File: config.mk
export PLATFORM = sky130hd
export DESIGN_NAME = dcm_mover
export DESIGN_NICKNAME = d
export VERILOG_FILES = /design/src/rtl/dcm_pkg.sv /design/src/rtl/dcm_len_sel.sv /design/src/rtl/dcm_addr_step.sv /design/src/rtl/dcm_mover.sv
export SDC_FILE = /design/constraint.sdc
export NUM_CORES = 1
export LEC_CHECK = 0
export ABC_CLOCK_PERIOD_IN_PS = 6940
export BUFFER_PORTS_ARGS = -buffer_cell sky130_fd_sc_hd__clkbuf_2
export CORE_ASPECT_RATIO = 2
export CORE_MARGIN = 1
export CORE_UTILIZATION = 59
export CTS_BUF_LIST = sky130_fd_sc_hd__clkbuf_4 sky130_fd_sc_hd__clkbuf_8
export DETAILED_ROUTE_END_ITERATION = 8
export PLACE_DENSITY = 0.93
export SYNTH_ARGS = -nofsm -noshare
export SYNTH_HDL_FRONTEND = slang
export SYNTH_SLANG_ARGS = --single-unit
File: constraint.sdc
create_clock -name clk -period 6.94 [get_ports clk]
set_input_delay 0.694 -clock clk [delete_from_list [all_inputs] [get_ports clk]]
set_output_delay 0.694 -clock clk [all_outputs]
set_load 0.05 [all_outputs]
File: src/rtl/dcm_pkg.sv
package dcm_pkg;
    typedef enum logic [1:0] {
        ST_IDLE  = 2'd0,
        ST_READ  = 2'd1,
        ST_WRITE = 2'd2,
        ST_WAIT  = 2'd3
    } dcm_state_e;

    localparam logic [1:0] MODE_RW = 2'd0;
    localparam logic [1:0] MODE_WO = 2'd1;
    localparam logic [1:0] MODE_RO = 2'd2;
endpackage

File: src/rtl/dcm_len_sel.sv
// Smallest of a remaining count, a second limit, the buffer depth and an optional cap.
module dcm_len_sel #(
    parameter int SZW       = 30,
    parameter int LW        = 7,
    parameter int BUF_BYTES = 64,
    parameter int CAP_BYTES = 8
) (
    input  logic [SZW-1:0] remain,
    input  logic [SZW-1:0] limit,
    input  logic           cap_en,
    output logic [LW-1:0]  len
);
    logic [SZW-1:0] m;

    always_comb begin
        m = remain;
        if (limit < m)
            m = limit;
        if (SZW'(BUF_BYTES) < m)
            m = SZW'(BUF_BYTES);
        if (cap_en && (SZW'(CAP_BYTES) < m))
            m = SZW'(CAP_BYTES);
        len = m[LW-1:0];
    end
endmodule

File: src/rtl/dcm_addr_step.sv
// Next request address: advance by the length for incrementing bursts, hold for fixed.
module dcm_addr_step #(
    parameter int AW = 32,
    parameter int LW = 7
) (
    input  logic [AW-1:0] addr,
    input  logic [LW-1:0] len,
    input  logic          incr,
    output logic [AW-1:0] next
);
    always_comb begin
        next = incr ? (addr + AW'(len)) : addr;
    end
endmodule

File: src/rtl/dcm_mover.sv
module dcm_mover
    import dcm_pkg::*;
#(
    parameter int AW        = 32,
    parameter int SZW       = 30,
    parameter int BUS_W     = 64,
    parameter int BUF_BYTES = 64,
    parameter int LW        = $clog2(BUF_BYTES + 1)
) (
    input  logic           clk,
    input  logic           rst_n,
    input  logic           start,
    input  logic           ptr_mem,
    input  logic [1:0]     xfer_mode,
    input  logic           rd_burst,
    input  logic           wr_burst,
    input  logic [AW-1:0]  src_addr,
    input  logic [SZW-1:0] src_size,
    input  logic [AW-1:0]  dst_addr,
    input  logic [SZW-1:0] dst_size,
    input  logic           dst_intr,
    input  logic           dst_load,
    input  logic [31:0]    tot_clr,
    output logic           rd_valid,
    output logic [AW-1:0]  rd_addr,
    output logic [LW-1:0]  rd_len,
    output logic           wr_valid,
    output logic [AW-1:0]  wr_addr,
    output logic [LW-1:0]  wr_len,
    output logic           wr_fill,
    output logic           need_dst,
    output logic           busy,
    output logic           done,
    output logic           dst_done,
    output logic [31:0]    total_bytes
);
    localparam int BEAT_BYTES = BUS_W / 8;

    typedef struct packed {
        dcm_state_e     st;
        logic [1:0]     mode;
        logic           mem;
        logic           rb_inc;
        logic           wb_inc;
        logic [AW-1:0]  sa;
        logic [AW-1:0]  da;
        logic [SZW-1:0] remain;
        logic [SZW-1:0] dleft;
        logic           dintr;
        logic [LW-1:0]  cleft;
        logic           rd_v;
        logic [AW-1:0]  rd_a;
        logic [LW-1:0]  rd_l;
        logic           wr_v;
        logic [AW-1:0]  wr_a;
        logic [LW-1:0]  wr_l;
        logic           wr_f;
        logic           dn;
        logic           dd;
        logic [31:0]    tot;
    } mover_t;

    mover_t q, d;

    logic [LW-1:0] rlen, wlen;
    logic [AW-1:0] sa_next, da_next;
    logic          ovr;
    logic [SZW-1:0] wlimit;

    // Register mode, not write-only: destination size is replaced by the chunk.
    assign ovr    = !q.mem && (q.mode != MODE_WO);
    assign wlimit = ovr ? SZW'(q.cleft) : q.dleft;

    dcm_len_sel #(.SZW(SZW), .LW(LW), .BUF_BYTES(BUF_BYTES), .CAP_BYTES(BEAT_BYTES)) u_rlen (
        .remain (q.remain),
        .limit  ({SZW{1'b1}}),
        .cap_en (!q.rb_inc || (q.mode == MODE_WO)),
        .len    (rlen)
    );

    dcm_len_sel #(.SZW(SZW), .LW(LW), .BUF_BYTES(BUF_BYTES), .CAP_BYTES(BEAT_BYTES)) u_wlen (
        .remain (SZW'(q.cleft)),
        .limit  (wlimit),
        .cap_en (!q.wb_inc),
        .len    (wlen)
    );

    dcm_addr_step #(.AW(AW), .LW(LW)) u_sa_step (
        .addr (q.sa), .len (rlen), .incr (q.rb_inc), .next (sa_next)
    );

    dcm_addr_step #(.AW(AW), .LW(LW)) u_da_step (
        .addr (q.da), .len (wlen), .incr (q.wb_inc), .next (da_next)
    );

    always_comb begin
        d      = q;
        d.rd_v = 1'b0;
        d.wr_v = 1'b0;
        d.dn   = 1'b0;
        d.dd   = 1'b0;
        d.tot  = q.tot & ~tot_clr;
        unique case (q.st)
            ST_IDLE: begin
                if (start) begin
                    d.mem    = ptr_mem;
                    d.mode   = ptr_mem ? MODE_RW : xfer_mode;
                    d.rb_inc = ptr_mem | rd_burst;
                    d.wb_inc = ptr_mem | wr_burst;
                    d.sa     = src_addr;
                    d.da     = dst_addr;
                    d.dleft  = dst_size;
                    d.dintr  = dst_intr;
                    d.remain = (!ptr_mem && xfer_mode == MODE_WO) ? dst_size : src_size;
                    d.st     = ST_READ;
                end
            end
            ST_READ: begin
                if (q.remain == '0) begin
                    d.dn = 1'b1;
                    d.st = ST_IDLE;
                end else begin
                    if (q.mode != MODE_WO) begin
                        d.rd_v = 1'b1;
                        d.rd_a = q.sa;
                        d.rd_l = rlen;
                        d.sa   = sa_next;
                    end
                    d.tot    = (q.tot & ~tot_clr) + 32'(rlen);
                    d.remain = q.remain - SZW'(rlen);
                    d.cleft  = rlen;
                    if (q.mode != MODE_RO)
                        d.st = ST_WRITE;
                end
            end
            ST_WRITE: begin
                if (!ovr && q.dleft == '0) begin
                    d.st = ST_WAIT;
                end else begin
                    d.wr_v = 1'b1;
                    d.wr_a = q.da;
                    d.wr_l = wlen;
                    d.wr_f = (q.mode == MODE_WO);
                    d.da   = da_next;
                    if (!ovr)
                        d.dleft = q.dleft - SZW'(wlen);
                    d.cleft = q.cleft - wlen;
                    if (q.dintr && (wlimit == SZW'(wlen)))
                        d.dd = 1'b1;
                    if (q.cleft == wlen)
                        d.st = ST_READ;
                end
            end
            ST_WAIT: begin
                if (dst_load) begin
                    d.da    = dst_addr;
                    d.dleft = dst_size;
                    d.dintr = dst_intr;
                    d.st    = ST_WRITE;
                end
            end
            default: d.st = ST_IDLE;
        endcase
    end

    always_ff @(posedge clk or negedge rst_n) begin
        if (!rst_n)
            q <= '0;
        else
            q <= d;
    end

    assign rd_valid    = q.rd_v;
    assign rd_addr     = q.rd_a;
    assign rd_len      = q.rd_l;
    assign wr_valid    = q.wr_v;
    assign wr_addr     = q.wr_a;
    assign wr_len      = q.wr_l;
    assign wr_fill     = q.wr_f;
    assign need_dst    = (q.st == ST_WAIT);
    assign busy        = (q.st != ST_IDLE);
    assign done        = q.dn;
    assign dst_done    = q.dd;
    assign total_bytes = q.tot;
endmodule

==> flow_summary_export.csv, run 1 <==
group,metric,value,unit
clock_tree,cts.sinks,254,
synth,synth-edff-count,0,
global_routing,grt_pass1_wl,79400,µm
run,drv_cap,0,
layout,drive_above_1_share,19.6,%
sta,period_needed,6.25,ns
global_routing,grt_max_degree,122,
pwr,vdd.ir_drop.worst,0.204,mV
critical_path,path_buf_inv,3,
global_routing,grt_pass1_vias,15477,
clock_tree,cts_root_buffer,"clkbuf_8",
critical_path,cp-end-kind,"register",
synth,synth.net_count,2169,
critical_path,crit_fanout,16,
sta,rsz0062_at_grt,"no",
synth,syn_avg_cell_area,8.26,µm²
synth,synth-compound-area-share,21.8,%
floorplan,core_area,0.0269,mm²
critical_path,crit_type,"register to register",
synth,synth.largest_area_cell,"dfrtp_1",
placed_design,place_hpwl,36500,µm
pwr,p_int,2.29,mW
min_path,hp-class,"primary input to asynchronous set/reset pin",
floorplan,die_w,119,µm
pwr,power_density,177,mW/mm²
synth,ys.flop_type,"dfrtp_1",
synth,syn-cell-area,0.0161,mm²
floorplan,initial_core_util,59.8,%
sta,setup_violations,0,
detailed_routing,dr.first_iter.drc_count,1477,
sta,whs,0.210,ns
synth,yosysTopAreaCellShare,39.5,%
sta,fmax,0.160,GHz
global_routing,grt_usage,35.7,%
synth,synth.most_common_cell,"nand2_1",
synth,synth.area.mux_share,1.56,%
floorplan,ios,283,
status,status,"complete, no violations",
floorplan,die_area,0.0280,mm²
sta,min_period_over_period,90.1,%
critical_path,critPathSlowestCell,"o21ai_0",
layout,num-nets-final,2301,
synth,synth-adder-area-share,4.40,%
placed_design,place_congestion,0.997,
sta,fin_tns_setup,0,ns
synth,synth_xor_xnor_area_share,2.50,%
pwr,p_leak,8.47,nW
pwr,power_frac_seq,49.8,%
pwr,swShare,26.9,%
clock_tree,clk_pin_slew,0.07,ns
placed_design,postPlaceCellArea,0.0169,mm²
sta,final_max_slew_viol_count,0,
synth,synth_top_family_by_area,"compound AO/OA/AOI/OAI gates",
detailed_routing,viasPerCell,6.33,
layout,fin_area,0.0177,mm²
critical_path,cp_common_cell,"o21ai_0",
global_routing,antenna_found_initial,1,
detailed_routing,dr.pass1.iters,6,
pwr,p_sw,0.842,mW
critical_path,startpoint_type,"register",
layout,areaGrowthSynthToFinish,9.92,%
synth,synthSimpleGateAreaFrac,21.1,%
global_routing,grt.overflow.total,0,
clock_tree,cts_setup_buffers,0,
clock_tree,clk_latency,0.58,ns
clock_tree,clk_path_buf_depth,3,
detailed_routing,ant_nets,0,
placed_design,portBuffers,282,
floorplan,die_h,236,µm
sta,finClkSkew,0.0249,ns
detailed_routing,num_vias,15511,
synth,netlist_top_cells_count,"nand2_1, dfrtp_1, o21ai_0, a21oi_1, nor2_1",
clock_tree,htreeDepth,2,
critical_path,worstPathArrival,6.69,ns
pwr,power_frac_comb,9.6,%
critical_path,cp.required,7.38,ns
floorplan,placementRows,85,
layout,postLayoutCoreUtil,65.8,%
clock_tree,cts_tree,"built",
critical_path,critical-path-top-delay-family,"compound AO/OA/AOI/OAI gates",
sta,tightest_slew,1.16,ns
synth,yosysWarnings,0,
sta,slew_headroom,22.4,%
pwr,clkPwrFrac,40.6,%
detailed_routing,drc,0,
detailed_routing,routedWlPerCell,20.3,µm
detailed_routing,drt-total-wl,49700,µm
synth,ys_types,84,
synth,synth_top_cells_by_area,"dfrtp_1, nand2_1, o21ai_0, buf_4, a21oi_1",
synth,postSynthCellCount,1950,
critical_path,path_cells,"nand2b_1 -> nand2b_2 -> nor2_1 -> a21oi_1 -> inv_1 -> ha_1 -> or3_1 -> a221oi_1 -> o21a_1 -> o22ai_1 -> a211oi_1 -> buf_4 -> o211a_1 -> inv_1 -> ha_1 -> nor2b_1 -> o21ai_0 -> a21boi_0 -> o21ai_0 -> and2_0 -> a21oi_1 -> o21ai_0 -> o21ai_0",
synth,synth_seq_area_share,39.5,%
clock_tree,cts_buffers,39,
synth,ys_ff_latch,254,
sta,finalHoldViolCount,0,
synth,synthArstFlopShare,100,%
critical_path,slowest_delay,0.72,ns
-- layout by cell type (no fill, tap or decap), types with 13 or more instances in the layout --
master    count
nand2_1     363
clkbuf_2    281
dfrtp_1     254
o21ai_0     202
a21oi_1     138
nor2_1      113
inv_1        60
clkbuf_8     50
ha_1         47
nor3_1       38
xnor2_1      36
nand3_1      34
nor2b_1      32
a31oi_1      28
nand2b_1     26
a22oi_1      25
buf_4        22
nor4_1       20
or3_1        15
o31ai_1      15
mux2i_1      15
nand4_1      13
a22o_1       13
and3_1       13
a32oi_1      13
-- repair_timing --
| action | CTS | global route |
|---|---|---|
| hold buffers | 0 | 0 |
| gates resized for setup | 0 | 2 |
| setup endpoints to repair | 0 | 10 |
-- through the flow --
stage               instances  worst slack (ns)  power [mW]
floorplan                1950              1.50        1.77
global placement         2389             0.778        1.88
detailed placement       2389             0.671        1.88
CTS                      2450             0.621        3.14
global route             2451            0.0447        3.23
finish                   2452             0.688        3.13
-- path summary, 6_finish.rpt --
path	start	end	slack, ns	cells after the start
setup / recovery	q[251]$_DFFE_PN0P_	q[144]$_DFFE_PN0P_	0.69	23
hold / removal	rst_n	total_bytes[12]$_DFF_PN0_	0.21	1
setup reg to reg	q[251]$_DFFE_PN0P_	q[144]$_DFFE_PN0P_	0.69	23
hold reg to reg	wr_addr[23]$_DFFE_PN0P_	wr_addr[23]$_DFFE_PN0P_	0.47	2
max in group asynchronous	rst_n	q[116]$_DFFE_PN0P_	5.14	2
min in group clk	src_addr[8]	q[223]$_DFFE_PN0P_	0.38	3
-- power groups by stage --
| stage | sequential (mW) | clock, mW | combinational (mW) |
|---|---|---|---|
| floorplan | 1.57 | 0 | 0.194 |
| global placement | 1.58 | 0 | 0.293 |
| detailed placement | 1.58 | 0 | 0.300 |
| CTS | 1.56 | 1.28 | 0.301 |
| global route | 1.56 | 1.34 | 0.327 |
| finish | 1.56 | 1.27 | 0.302 |
-- state kept, by name, summed over array words and instances, names as in the netlist --
signal / count
q: 139
rd_addr: 32
total_bytes: 32
wr_addr: 32
rd_len: 7
wr_len: 7
done: 1
dst_done: 1
rd_valid: 1
wr_fill: 1
wr_valid: 1
-- cell type report --
| type | instances | area, µm² |
|---|---|---|
| fillers | 2210 | 9210 |
| multi-input cells | 1421 | 8320 |
| flip-flops and latches | 254 | 6360 |
| repair buffers | 304 | 1590 |
| clock buffers | 56 | 733 |
| well taps | 348 | 435 |
| inverters | 62 | 233 |
| clock inverters | 5 | 31.3 |
| diodes | 2 | 5.00 |
-- routing by layer --
metal / vias up / part of all wire [%] / GRT usage (%)
met5: - / 0 / 0
met4: 0 / 8.3 / 27.8
met3: 266 / 7.3 / 5.35
met2: 902 / 52 / 63.9
met1: 7302 / 33 / 36.9
li1: 7041 / - / -
-- kinds of logic (layout without fill, tap and decap cells) --
family,Yosys count,after routing
and+or+nand+nor,732,732
AOI/OAI and AO/OA,566,566
buffers and inverters,275,427
DFF,254,254
adders and majority gates,53,53
xor gates and xnor gates,46,46
muxes,24,24
other,0,2
-- worst reg2reg max path, cell delays in order (launching register included) --
cell,delay (ns)
dfrtp_1,0.41
nand2b_1,0.23
nand2b_2,0.29
nor2_1,0.07
a21oi_1,0.20
inv_1,0.09
ha_1,0.21
or3_1,0.38
a221oi_1,0.32
o21a_1,0.41
o22ai_1,0.18
a211oi_1,0.29
buf_4,0.20
o211a_1,0.27
inv_1,0.18
ha_1,0.29
nor2b_1,0.12
o21ai_0,0.19
a21boi_0,0.18
o21ai_0,0.72
and2_0,0.46
a21oi_1,0.13
o21ai_0,0.19
o21ai_0,0.11
Note: power is estimated with default switching activity, not from simulation.
==> run 2: changes to the inputs <==
Settings changed: ABC_AREA set to 1, PLACE_DENSITY 0.93 to 0.92.
==> run 2 against run 1 <==
Against the previous run: via count is 7.4% higher; highest routed layer unchanged; fmax is 19% higher; synthesized cell count is 20% higher; non-clock buffer count is 8 lower; critical path type unchanged.
==> flow_summary_export.csv, run 2 <==
group,metric,value,unit
floorplan,ios,283,
critical_path,critical-path-top-delay-family,"simple AND/OR/NAND/NOR gates",
detailed_routing,wl_met1,17400,µm
critical_path,startpoint,"q[177]$_DFFE_PN0P_",
synth,netlist_top_cells_count,"nand2_1, inv_1, dfrtp_1, nor2_1, o21ai_0",
synth,synthArstFlopShare,100,%
pwr,vdd.ir_drop.worst,0.350,mV
placed_design,postPlaceCellArea,0.0179,mm²
floorplan,core_area,0.0283,mm²
synth,synth.largest_area_cell,"dfrtp_1",
floorplan,initial_core_util,60.0,%
sta,final_max_slew_viol_count,0,
critical_path,reg2regPathDepth,25,
floorplan,die_w,122,µm
critical_path,crit_type,"register to register",
synth,ys_types,57,
clock_tree,clk_path_buf_depth,3,
critical_path,r2r_end,"q[241]$_DFFE_PN0P_",
clock_tree,cts_tree,"built",
placed_design,placed_cells,2801,
placed_design,place_hpwl,40400,µm
detailed_routing,drc,0,
critical_path,cp.required,7.35,ns
layout,final_cells,2871,
sta,min_period_over_period,75.8,%
sta,tightest_slew,0.928,ns
sta,period_needed,5.26,ns
layout,layout_commonest_cell,"nand2_1",
synth,ys.flop_type,"dfrtp_1",
layout,num-nets-final,2705,
critical_path,r2r_start,"q[177]$_DFFE_PN0P_",
layout,areaGrowthSynthToFinish,10.4,%
synth,syn-cell-area,0.0170,mm²
clock_tree,cts_root_buffer,"clkbuf_8",
global_routing,antenna_found_initial,1,
layout,postLayoutCoreUtil,66.3,%
sta,fin_tns_setup,0,ns
synth,ys_ff_latch,254,
synth,synth.most_common_cell,"nand2_1",
synth,yosysTopAreaCellShare,37.4,%
critical_path,path_buf_inv,5,
status,status,"complete, no violations",
clock_tree,htreeDepth,2,
pwr,p_total,9.38,mW
clock_tree,hold_buffers,0,
global_routing,grt.overflow.total,0,
critical_path,worstPathArrival,5.67,ns
clock_tree,cts.sinks,254,
detailed_routing,num_vias,16661,
sta,fmax,0.190,GHz
sta,whs,0.197,ns
clock_tree,cts_resized,0,
detailed_routing,wl_met3,3070,µm
detailed_routing,viasPerCell,5.80,
floorplan,die_area,0.0295,mm²
global_routing,grt_pass1_vias,16723,
global_routing,grt_pass1_wl,82800,µm
layout,drive_above_1_share,18.0,%
critical_path,startpoint_type,"register",
detailed_routing,drt-total-wl,53200,µm
detailed_routing,dr.pass1.iters,8,
sta,fin_ws,1.68,ns
synth,yosysWarnings,0,
critical_path,slowest_delay,0.48,ns
detailed_routing,highest_layer,"met4",
synth,syn_avg_cell_area,7.29,µm²
clock_tree,clk_pin_slew,0.07,ns
clock_tree,cts_buffers,39,
layout,largest_register_ffs,139,
sta,slew_headroom,38.1,%
critical_path,cp-end-kind,"register",
detailed_routing,dr.first_iter.drc_count,889,
pwr,p_leak,9.29,nW
synth,synth-edff-count,0,
placed_design,place_congestion,0.990,
floorplan,die_h,242,µm
detailed_routing,wl_met2,27700,µm
floorplan,placementRows,87,
sta,finClkSkew,0.0254,ns
critical_path,crit_fanout,5,
critical_path,crit_path_end,"q[241]$_DFFE_PN0P_",
detailed_routing,ant_nets,0,
placed_design,portBuffers,282,
sta,setup_violations,0,
layout,fin_area,0.0188,mm²
layout,top_register,"q",
detailed_routing,routedWlPerCell,18.5,µm
critical_path,cp_common_cell,"inv_1",
critical_path,crit_cells,25,
sta,rsz0062_at_grt,"no",
global_routing,grt_usage,36.2,%
run,drv_cap,0,
layout,final_cell_mix,"nand2_1, inv_1, clkbuf_2, dfrtp_1, nor2_1",
synth,synth_top_cells_by_area,"dfrtp_1, nand2_1, inv_1, o21ai_0, nor2_1",
synth,synth.net_count,2551,
critical_path,critPathSlowestCell,"nor3_2",
min_path,hp-class,"primary input to asynchronous set/reset pin",
pwr,power_density,500,mW/mm²
sta,finalHoldViolCount,0,
critical_path,rrSetupSlack,1.68,ns
global_routing,grt_max_degree,140,
synth,synth_seq_area_share,37.4,%
clock_tree,clk_latency,0.58,ns
synth,postSynthCellCount,2332,
clock_tree,cts_setup_buffers,0,
placed_design,pre_cts_ws,1.77,ns
[run 2: cell type report]
type | count | area (µm²)
multi-input combinational | 1564 | 8280
fill | 2471 | 9550
sequential | 254 | 6360
clock inverter | 7 | 95.1
tap | 356 | 445
antenna | 1 | 2.50
clock buffer | 62 | 791
timing repair buffer | 296 | 1540
inverter | 331 | 1240
[run 2: logic make-up (layout without fill, tap and decap cells)]
group	Yosys count	after routing	synth area share, %
AO/OA/AOI/OAI	554	554	18.4
XOR/XNOR	51	51	2.63
adder cells (fa/ha/maj)	53	53	4.17
buffers and inverters	514	696	14.0
flip-flops	254	254	37.4
other	0	1	0
AND/OR/NAND/NOR	906	906	23.4
[run 2: how the worst min path moves through the flow]
stage / endpoint / cells after the start / slack [ns]
after detailed placement: wr_addr[4]$_DFFE_PN0P_ / 2 / 0.47
after floorplan: done$_DFF_PN0_ / 0 / 0.40
final: q[172]$_DFFE_PN0P_ / 1 / 0.20
after CTS: q[210]$_DFFE_PN0P_ / 1 / 0.22
after global routing: q[172]$_DFFE_PN0P_ / 1 / 0.25
after global placement: q[248]$_DFFE_PN0P_ / 2 / 0.46
[run 2: layer usage]
| metal | vias up | global-route usage, % |
|---|---|---|
| met5 | - | 0 |
| met4 | 0 | 31.0 |
| met3 | 273 | 5.63 |
| met2 | 737 | 64.5 |
| met1 | 7757 | 35.5 |
| li1 | 7894 | - |
[run 2: report_power, final]
group	internal (mW)	switching, mW
logic	1.51	3.80
clock network	0.798	0.627
registers	2.11	0.540
